[src/rtl/pgpd_pkg.sv]
package pgpd_pkg;

  typedef enum logic [2:0] {
    ST_WAIT_PG = 3'd0,
    ST_WAKE    = 3'd1,
    ST_RUN     = 3'd2,
    ST_DRAIN   = 3'd3,
    ST_OFF     = 3'd4
  } pgpd_state_e;

  // True when a count that has already reached 'cnt' completes 'lim' events on this edge.
  function automatic logic count_done(input int unsigned cnt, input int unsigned lim);
    return (cnt + 1) >= lim;
  endfunction

  // CPU frequency in MHz for a strap value (0 = 133, 1 = 100).
  function automatic logic [7:0] fs_cpu_mhz(input logic fs);
    return fs ? 8'd100 : 8'd133;
  endfunction

endpackage

[src/rtl/pgpd_sync.sv]
module pgpd_sync #(
  parameter int STAGES = 2
) (
  input  logic ref_clk,
  input  logic rst_n,
  input  logic d,
  output logic q,
  output logic q_prev
);
  logic [STAGES-1:0] chain;

  generate
    for (genvar i = 0; i < STAGES; i++) begin : g_stage
      if (i == 0) begin : g_first
        always_ff @(posedge ref_clk or negedge rst_n) begin
          if (!rst_n) chain[0] <= 1'b0;
          else        chain[0] <= d;
        end
      end else begin : g_next
        always_ff @(posedge ref_clk or negedge rst_n) begin
          if (!rst_n) chain[i] <= 1'b0;
          else        chain[i] <= chain[i-1];
        end
      end
    end
  endgenerate

  always_ff @(posedge ref_clk or negedge rst_n) begin
    if (!rst_n) q_prev <= 1'b0;
    else        q_prev <= chain[STAGES-1];
  end

  assign q = chain[STAGES-1];
endmodule

[src/rtl/pgpd_low_qual.sv]
module pgpd_low_qual #(
  parameter int EDGES = 2
) (
  input  logic ref_clk,
  input  logic rst_n,
  input  logic arm,
  input  logic lvl,
  output logic hit
);
  import pgpd_pkg::*;
  localparam int CW = $clog2(EDGES + 1);

  logic [CW-1:0] low_cnt;

  always_ff @(posedge ref_clk or negedge rst_n) begin
    if (!rst_n)                              low_cnt <= '0;
    else if (!arm || lvl)                    low_cnt <= '0;
    else if (32'(low_cnt) < EDGES)           low_cnt <= low_cnt + 1'b1;
  end

  assign hit = arm && !lvl && count_done(32'(low_cnt), EDGES);
endmodule

[src/rtl/pgpd_se_hold.sv]
module pgpd_se_hold #(
  parameter int N_SE = 4
) (
  input  logic            ref_clk,
  input  logic            rst_n,
  input  logic            release_all,
  input  logic [N_SE-1:0] se_lvl,
  output logic [N_SE-1:0] hold
);
  generate
    for (genvar i = 0; i < N_SE; i++) begin : g_out
      always_ff @(posedge ref_clk or negedge rst_n) begin
        if (!rst_n)           hold[i] <= 1'b1;
        else if (release_all) hold[i] <= 1'b0;
        else if (!se_lvl[i])  hold[i] <= 1'b1;
      end
    end
  endgenerate
endmodule

[src/rtl/pgpd_ctrl.sv]
module pgpd_ctrl #(
  parameter int N_SE        = 4,
  parameter int SYNC_STAGES = 2,
  parameter int QUAL_EDGES  = 2,
  parameter int WAKE_CYC    = 4
) (
  input  logic            ref_clk,
  input  logic            rst_n,
  input  logic            pg_pd_n,
  input  logic            strap_fs,
  input  logic            test_mode_en,
  input  logic            cfg_keep,
  input  logic            pll_locked,
  input  logic [N_SE-1:0] se_lvl,
  output logic            fs_latched,
  output logic [N_SE-1:0] se_hold,
  output logic            diff_low,
  output logic            pll_en,
  output logic            reg_clear
);
  import pgpd_pkg::*;
  localparam int WCW = $clog2(WAKE_CYC + 1);

  pgpd_state_e    st_q, st_d;
  logic           pin_s, pin_prev, pin_rise;
  logic           qual_hit, all_held, wake_finish, pg_seen;
  logic [WCW-1:0] wk_cnt;

  pgpd_sync #(.STAGES(SYNC_STAGES)) u_sync (
    .ref_clk(ref_clk), .rst_n(rst_n), .d(pg_pd_n), .q(pin_s), .q_prev(pin_prev)
  );

  pgpd_low_qual #(.EDGES(QUAL_EDGES)) u_qual (
    .ref_clk(ref_clk), .rst_n(rst_n), .arm(st_q == ST_RUN), .lvl(pin_s), .hit(qual_hit)
  );

  pgpd_se_hold #(.N_SE(N_SE)) u_hold (
    .ref_clk(ref_clk), .rst_n(rst_n),
    .release_all((st_q == ST_RUN) || wake_finish),
    .se_lvl(se_lvl), .hold(se_hold)
  );

  assign pin_rise    = pin_s && !pin_prev;
  assign all_held    = &se_hold;
  assign wake_finish = (st_q == ST_WAKE) && pll_locked && count_done(32'(wk_cnt), WAKE_CYC);

  always_comb begin
    st_d = st_q;
    case (st_q)
      ST_WAIT_PG: if (pin_s)       st_d = ST_WAKE;
      ST_WAKE:    if (wake_finish) st_d = ST_RUN;
      ST_RUN:     if (qual_hit)    st_d = ST_DRAIN;
      ST_DRAIN:   if (all_held)    st_d = ST_OFF;
      ST_OFF:     if (pin_s)       st_d = ST_WAKE;
      default:                     st_d = ST_WAIT_PG;
    endcase
  end

  always_ff @(posedge ref_clk or negedge rst_n) begin
    if (!rst_n) begin
      st_q       <= ST_WAIT_PG;
      wk_cnt     <= '0;
      pg_seen    <= 1'b0;
      fs_latched <= 1'b0;
      reg_clear  <= 1'b0;
    end else begin
      st_q <= st_d;
      if (st_q != ST_WAKE || !pll_locked || wake_finish) wk_cnt <= '0;
      else                                              wk_cnt <= wk_cnt + 1'b1;
      if (st_q == ST_WAIT_PG && pin_s) begin
        pg_seen    <= 1'b1;
        fs_latched <= strap_fs;
      end else if (pg_seen && test_mode_en && pin_rise) begin
        fs_latched <= strap_fs;
      end
      reg_clear <= (st_q == ST_DRAIN) && all_held && !cfg_keep;
    end
  end

  assign diff_low = (st_q != ST_RUN);
  assign pll_en   = (st_q == ST_WAKE) || (st_q == ST_RUN) || (st_q == ST_DRAIN);
endmodule

[config.mk]
export PLATFORM = sky130hd
export DESIGN_NAME = pgpd_ctrl
export DESIGN_NICKNAME = d
export VERILOG_FILES = /design/src/rtl/pgpd_pkg.sv /design/src/rtl/pgpd_sync.sv /design/src/rtl/pgpd_low_qual.sv /design/src/rtl/pgpd_se_hold.sv /design/src/rtl/pgpd_ctrl.sv
export SDC_FILE = /design/constraint.sdc
export NUM_CORES = 1
export LEC_CHECK = 0
export BUFFER_PORTS_ARGS = -buffer_cell sky130_fd_sc_hd__buf_2
export CAP_MARGIN = 20
export CELL_PAD_IN_SITES_DETAIL_PLACEMENT = 0
export CELL_PAD_IN_SITES_GLOBAL_PLACEMENT = 1
export CORE_ASPECT_RATIO = 1.4
export CORE_UTILIZATION = 43
export CTS_BUF_LIST = sky130_fd_sc_hd__clkbuf_4
export DETAILED_ROUTE_END_ITERATION = 8
export PLACE_DENSITY_LB_ADDON = 0.25
export SLEW_MARGIN = 5
export SYNTH_ARGS = -nofsm -noshare
export SYNTH_HDL_FRONTEND = slang
export SYNTH_SLANG_ARGS = --single-unit
export TNS_END_PERCENT = 10
[constraint.sdc]
create_clock -name ref_clk -period 1.65 [get_ports ref_clk]
set_input_delay 0.0825 -clock ref_clk [delete_from_list [all_inputs] [get_ports ref_clk]]
set_output_delay 0.0825 -clock ref_clk [all_outputs]
set_load 0.02 [all_outputs]
# Word-level counts from Yosys, hierarchy flattened
# Cells that the tools add are included.
# word_totals
output_inout_bits	8
ff_bits	18
inputBits	11
elab_cells	79
# op_classes
muxes	18
n_reduce_logical	27
n_eq_ne	14
add_sub_neg	4
n_lt_le_gt_ge	3
# ops
operator	n
32-bit by 2-bit >= comparator with 1-bit output (second input constant)	1
3-bit two-way mux	5
3-bit case mux with 4 select lines	1
1-bit logical AND	10
1-bit two-way mux	10
2-bit by 1-bit inequality test with 1-bit output (second input constant)	5
4-bit AND reduction	2
3-bit by 2-bit equality test with 1-bit output (second input constant)	2
1-bit logical OR	6
2-bit inequality test (second input constant)	3
1-bit zero test	5
3-bit by 1-bit adder with 4-bit output (second input constant)	1
4-bit by 3-bit >= comparator with 1-bit output (second input constant)	1
2-bit two-way mux	2
2-bit nonzero test	2
2-bit by 1-bit adder with 3-bit output (second input constant)	1
3-bit by 1-bit adder with 3-bit output (second input constant)	1
3-bit by 1-bit equality test with 1-bit output (second input constant)	1
3-bit equality test (second input constant)	1
3-bit zero test	1
3-bit by 1-bit inequality test with 1-bit output (second input constant)	1
3-bit by 2-bit inequality test with 1-bit output (second input constant)	1
2-bit by 1-bit adder with 2-bit output (second input constant)	1
2-bit less-than comparator (second input constant)	1
2-bit OR reduction	1

# Logic depth before layout (Yosys ltp)
# depth
ltp_word	5
depth_mapped	5

# Cells and area by module
# From an unflattened synthesis, not the netlist that was laid out.
# unflattened
hier_cells	73
hier_area_um2	804.5
# modules_own_cells
module	instances	seq_area_each_um2	cells_per_inst	area_each_um2
pgpd_ctrl	1	225.2	47	481.7
pgpd_se_hold	1	105.1	12	140.1
pgpd_low_qual	1	50.0	11	107.6
pgpd_sync	1	75.1	3	75.1

# Least setup slack after synthesis
# No wires, ideal clock.
# synth_path
path_type	register to register
startpoint	register wk_cnt[0]
endpoint	register wk_cnt[1]
t_arrival_ns	1.279
stages_incl_launch_ff	5
synth_period_minus_slack_ns	1.374
slack_ns	0.276
t_required_ns	1.555
path_cell_list	dfrtp_1 -> ha_1 -> nor2_2 -> a21oi_1 -> nor4b_2
# synth_between
elab_chain_cells	5
word_cells_on_any_way	6
# synth_lines
element	line_no	text
start, declared	pgpd_ctrl.sv:27	logic [WCW-1:0] wk_cnt;
start signal, assigned	pgpd_ctrl.sv:69	else wk_cnt <= wk_cnt + 1'b1;
3-bit by 1-bit adder with 4-bit output	pgpd_pkg.sv:13	return (cnt + 1) >= lim;
4-bit by 3-bit >= comparator with 1-bit output	pgpd_pkg.sv:13	
1-bit logical AND	pgpd_ctrl.sv:45	assign wake_finish = (st_q == ST_WAKE) && pll_locked && count_done(32'(wk_cnt), WAKE_CYC);
1-bit logical OR	pgpd_ctrl.sv:68	if (st_q != ST_WAKE || !pll_locked || wake_finish) wk_cnt <= '0;
3-bit two-way mux *	pgpd_ctrl.sv:68	
# Mark *: on every way between the ends. The rest lies on a longest branch, timed or not.
# A chain may end at the register's enable or synchronous reset.

# Worst setup path after layout
# layout_path
startpoint	register wk_cnt[0]
endpoint	register u_hold.hold[1]
# layout_between
elab_chain_cells	5
word_cells_on_any_way	6
# layout_lines
element	line_no	text
3-bit by 1-bit adder with 4-bit output *	pgpd_pkg.sv:13	
4-bit by 3-bit >= comparator with 1-bit output *	pgpd_pkg.sv:13	
1-bit logical AND *	pgpd_ctrl.sv:45	
1-bit logical OR *	pgpd_ctrl.sv:39	.release_all((st_q == ST_RUN) || wake_finish),
2-bit by 1-bit inequality test with 1-bit output (no line) / 1-bit two-way mux (equally long branches)	-	
end signal, assigned by index	pgpd_se_hold.sv:13	if (!rst_n) hold[i] <= 1'b1;
end signal, assigned by index	pgpd_se_hold.sv:14	else if (release_all) hold[i] <= 1'b0;
end signal, assigned by index	pgpd_se_hold.sv:15	else if (!se_lvl[i]) hold[i] <= 1'b1;
end, declared	pgpd_se_hold.sv:8	output logic [N_SE-1:0] hold
# Marked as above.

==> metrics <==
status=finished clean; WL/cell=11.7 um; # DRC=0; top cell type's share of synthesized area=0.413; CTS tree=built; Clock Path Buffers=2; Initial Util=0.471; num rows=18; Setup crit end kind=flop; Final nets=107; Sink Count=18; mean post-synth cell area=between 10 and 15 um^2; critical path fanouts, max=5; met3 routed WL=51 um; Tot GR Track Use=0.151; post-route antenna net violation count=0; worst path cell trace=ha_1, nor2_4, a2111oi_4, nor3_1; gr ovfl total=0; Syn Std Cell Area=roughly 850 um^2; CP required=1.85 ns; core area=~1800 um^2; Synth Warn #=0; Final Hold Fails=0; VDD IR-drop max=0.925 mV; Cells after Synth=roughly 70; period utilization=0.885; DRT Pass-1 Iters=3; Max Used Layer=met4; port bufs=18; most common cell after layout, fill and taps aside=buf_2; Maximum Capacitance Violations=0; Crit path max-delay family=flip-flops; Die W=between 30 and 40 um; RSZ-0062 raised after global routing=no; Worst path max stage delay=between 0.4 and 0.5 ns; first-pass GRT wire length=2220 um; fraction of layout cells with a size suffix above 1=0.376; GP Congestion=0.692; antenna violations before repair=0; largest net degree at the start of global routing=19; M1 WL=a little over 600 um; Pwr per Cell Area=1510 nW/um^2; Ports=19; Hold WC Path Type=in -> reg; net count after synthesis=84; Setup Fix Bufs, Post-CTS=0; Max Freq=a little under 0.7 GHz; most frequent cells in the layout=buf_2, dfrtp_1, nor3_1; via count=587; Clk Tree Root Cell=clkbuf_4; Die Area=2160 um^2; Yosys cell types=32; synthesized flop and latch total=18; CP max stage cell=dfrtp_1; leak pwr=0.457 nW; startpoint class of the critical path=flop; total CTS buffers=3; Clock transition at path regs=0.09 ns; post-synthesis sequential area ratio=0.537; Via density=5.19; minimum clock period=~1.5 ns; Fillers=172; Arrival @ worst endpoint=1.66 ns; post-synth top area cell=dfrtp_1; routed wl met2=643 um; Max Slew Vio Count=0; Clock Latency Late Sink=0.28 ns; vias in the first global route=544; Clock Skew=roughly 0.0053 ns; top cells by area, synth=dfrtp_1, dfstp_2, nor3_1, nor2b_1, a2111oi_4; Power, Total=roughly 1.5 mW; Final setup violation count=0; CP bufs+invs=0; setup TNS=0 ns; kind of critical path=reg -> reg; final wirelength=~1300 um; number of diodes=0; Post-DP HPWL=983 um; area added between synthesis and finish=19.5%; H-tree levels=1; violation count after the first detailed-route iteration=6; Die H=54.6 um
final timing paths:
check                           startpoint             end  slack, ns  cells past startpoint
max                              wk_cnt[0]  u_hold.hold[1]       0.19                      4
min                              se_lvl[3]  u_hold.hold[3]       0.03                      3
max reg2reg                      wk_cnt[0]  u_hold.hold[1]       0.19                      4
min reg2reg                u_sync.chain[0]        u_sync.q       0.36                      0
max in group asynchronous            rst_n  u_hold.hold[0]       1.07                      2
min in group asynchronous            rst_n       reg_clear       0.25                      2
power by group:
group | switching [mW] | internal (mW)
Sequential | 0.125 | 0.589
Combinational | 0.333 | 0.248
Clock | 0.123 | 0.110
tightest hold or removal path, cell delays in order:
cell and delay, ns:
buf_2 0.07, nor2b_1 0.11, nor3_1 0.05
logic make-up (layout without fill, tap and decap cells):
logic type | Yosys count | in the layout | synth area share
other cells | 1 | 1 | 0.00442
fa+ha+maj | 2 | 2 | 0.0295
xor+xnor | 1 | 1 | 0.0103
flops | 18 | 18 | 0.537
compound gates | 11 | 11 | 0.137
simple gates | 29 | 29 | 0.220
buf+inv | 7 | 29 | 0.0354
mux | 2 | 2 | 0.0265
synth_stat cells, drive strengths merged:
master	number
and2	1
nor4	1
dfrtp	14
and4	1
nand2b	2
nor4b	3
dfstp	4
nor2	5
xor2	1
nor3	8
inv	4
buf	3
nor2b	5
and3	1
o21ba	1
o31ai	1
ha	2
a21o	1
a21oi	1
nand2	1
a21boi	2
conb	1
a211oi	1
and3b	1
mux2	2
a2111oi	2
o21ai	2
stage by stage:
step	cell area, um^2	std cells	setup WS (ns)	utilization	hold WS [ns]
floorplan	848	71	0.276	-	-0.213
global placement	948	106	0.208	0.526	0.0331
detailed placement	948	106	0.150	0.526	0.0314
CTS	1010	113	0.129	0.560	0.0211
global route	1010	113	0.0610	0.563	0.0269
finish	1010	113	0.190	0.563	0.0282
final cells by class:
| cell class | count | area, um^2 | share of cell area |
|---|---|---|---|
| tap | 20 | 25.0 | 0.0247 |
| multi-input combinational | 46 | 368 | 0.363 |
| sequential | 18 | 455 | 0.449 |
| inverter | 4 | 15.0 | 0.0148 |
| timing repair buffer | 21 | 120 | 0.119 |
| clock buffer | 4 | 30.0 | 0.0296 |
repair_timing:
item,4_1_cts,5_1_grt
hold endpoints to repair,16,0
endpoints found under the setup margin,0,1
gates resized for setup,0,1
hold buffers,3,0
registers in the layout, summed over array words and instances, names as in the netlist:
signal          flops
pg_seen             1
u_sync.q_prev       1
fs_latched          1
u_sync.chain        1
u_hold.hold         4
u_qual.low_cnt      2
wk_cnt              3
st_q                3
reg_clear           1
u_sync.q            1
metal layers:
metal  global-route usage  up-vias
li1                     -      295
met1                0.175      276
met2                0.265       14
met3               0.0366        2
met4               0.0517        0
met5                    0        -
Power figures use the tool's default switching activity.
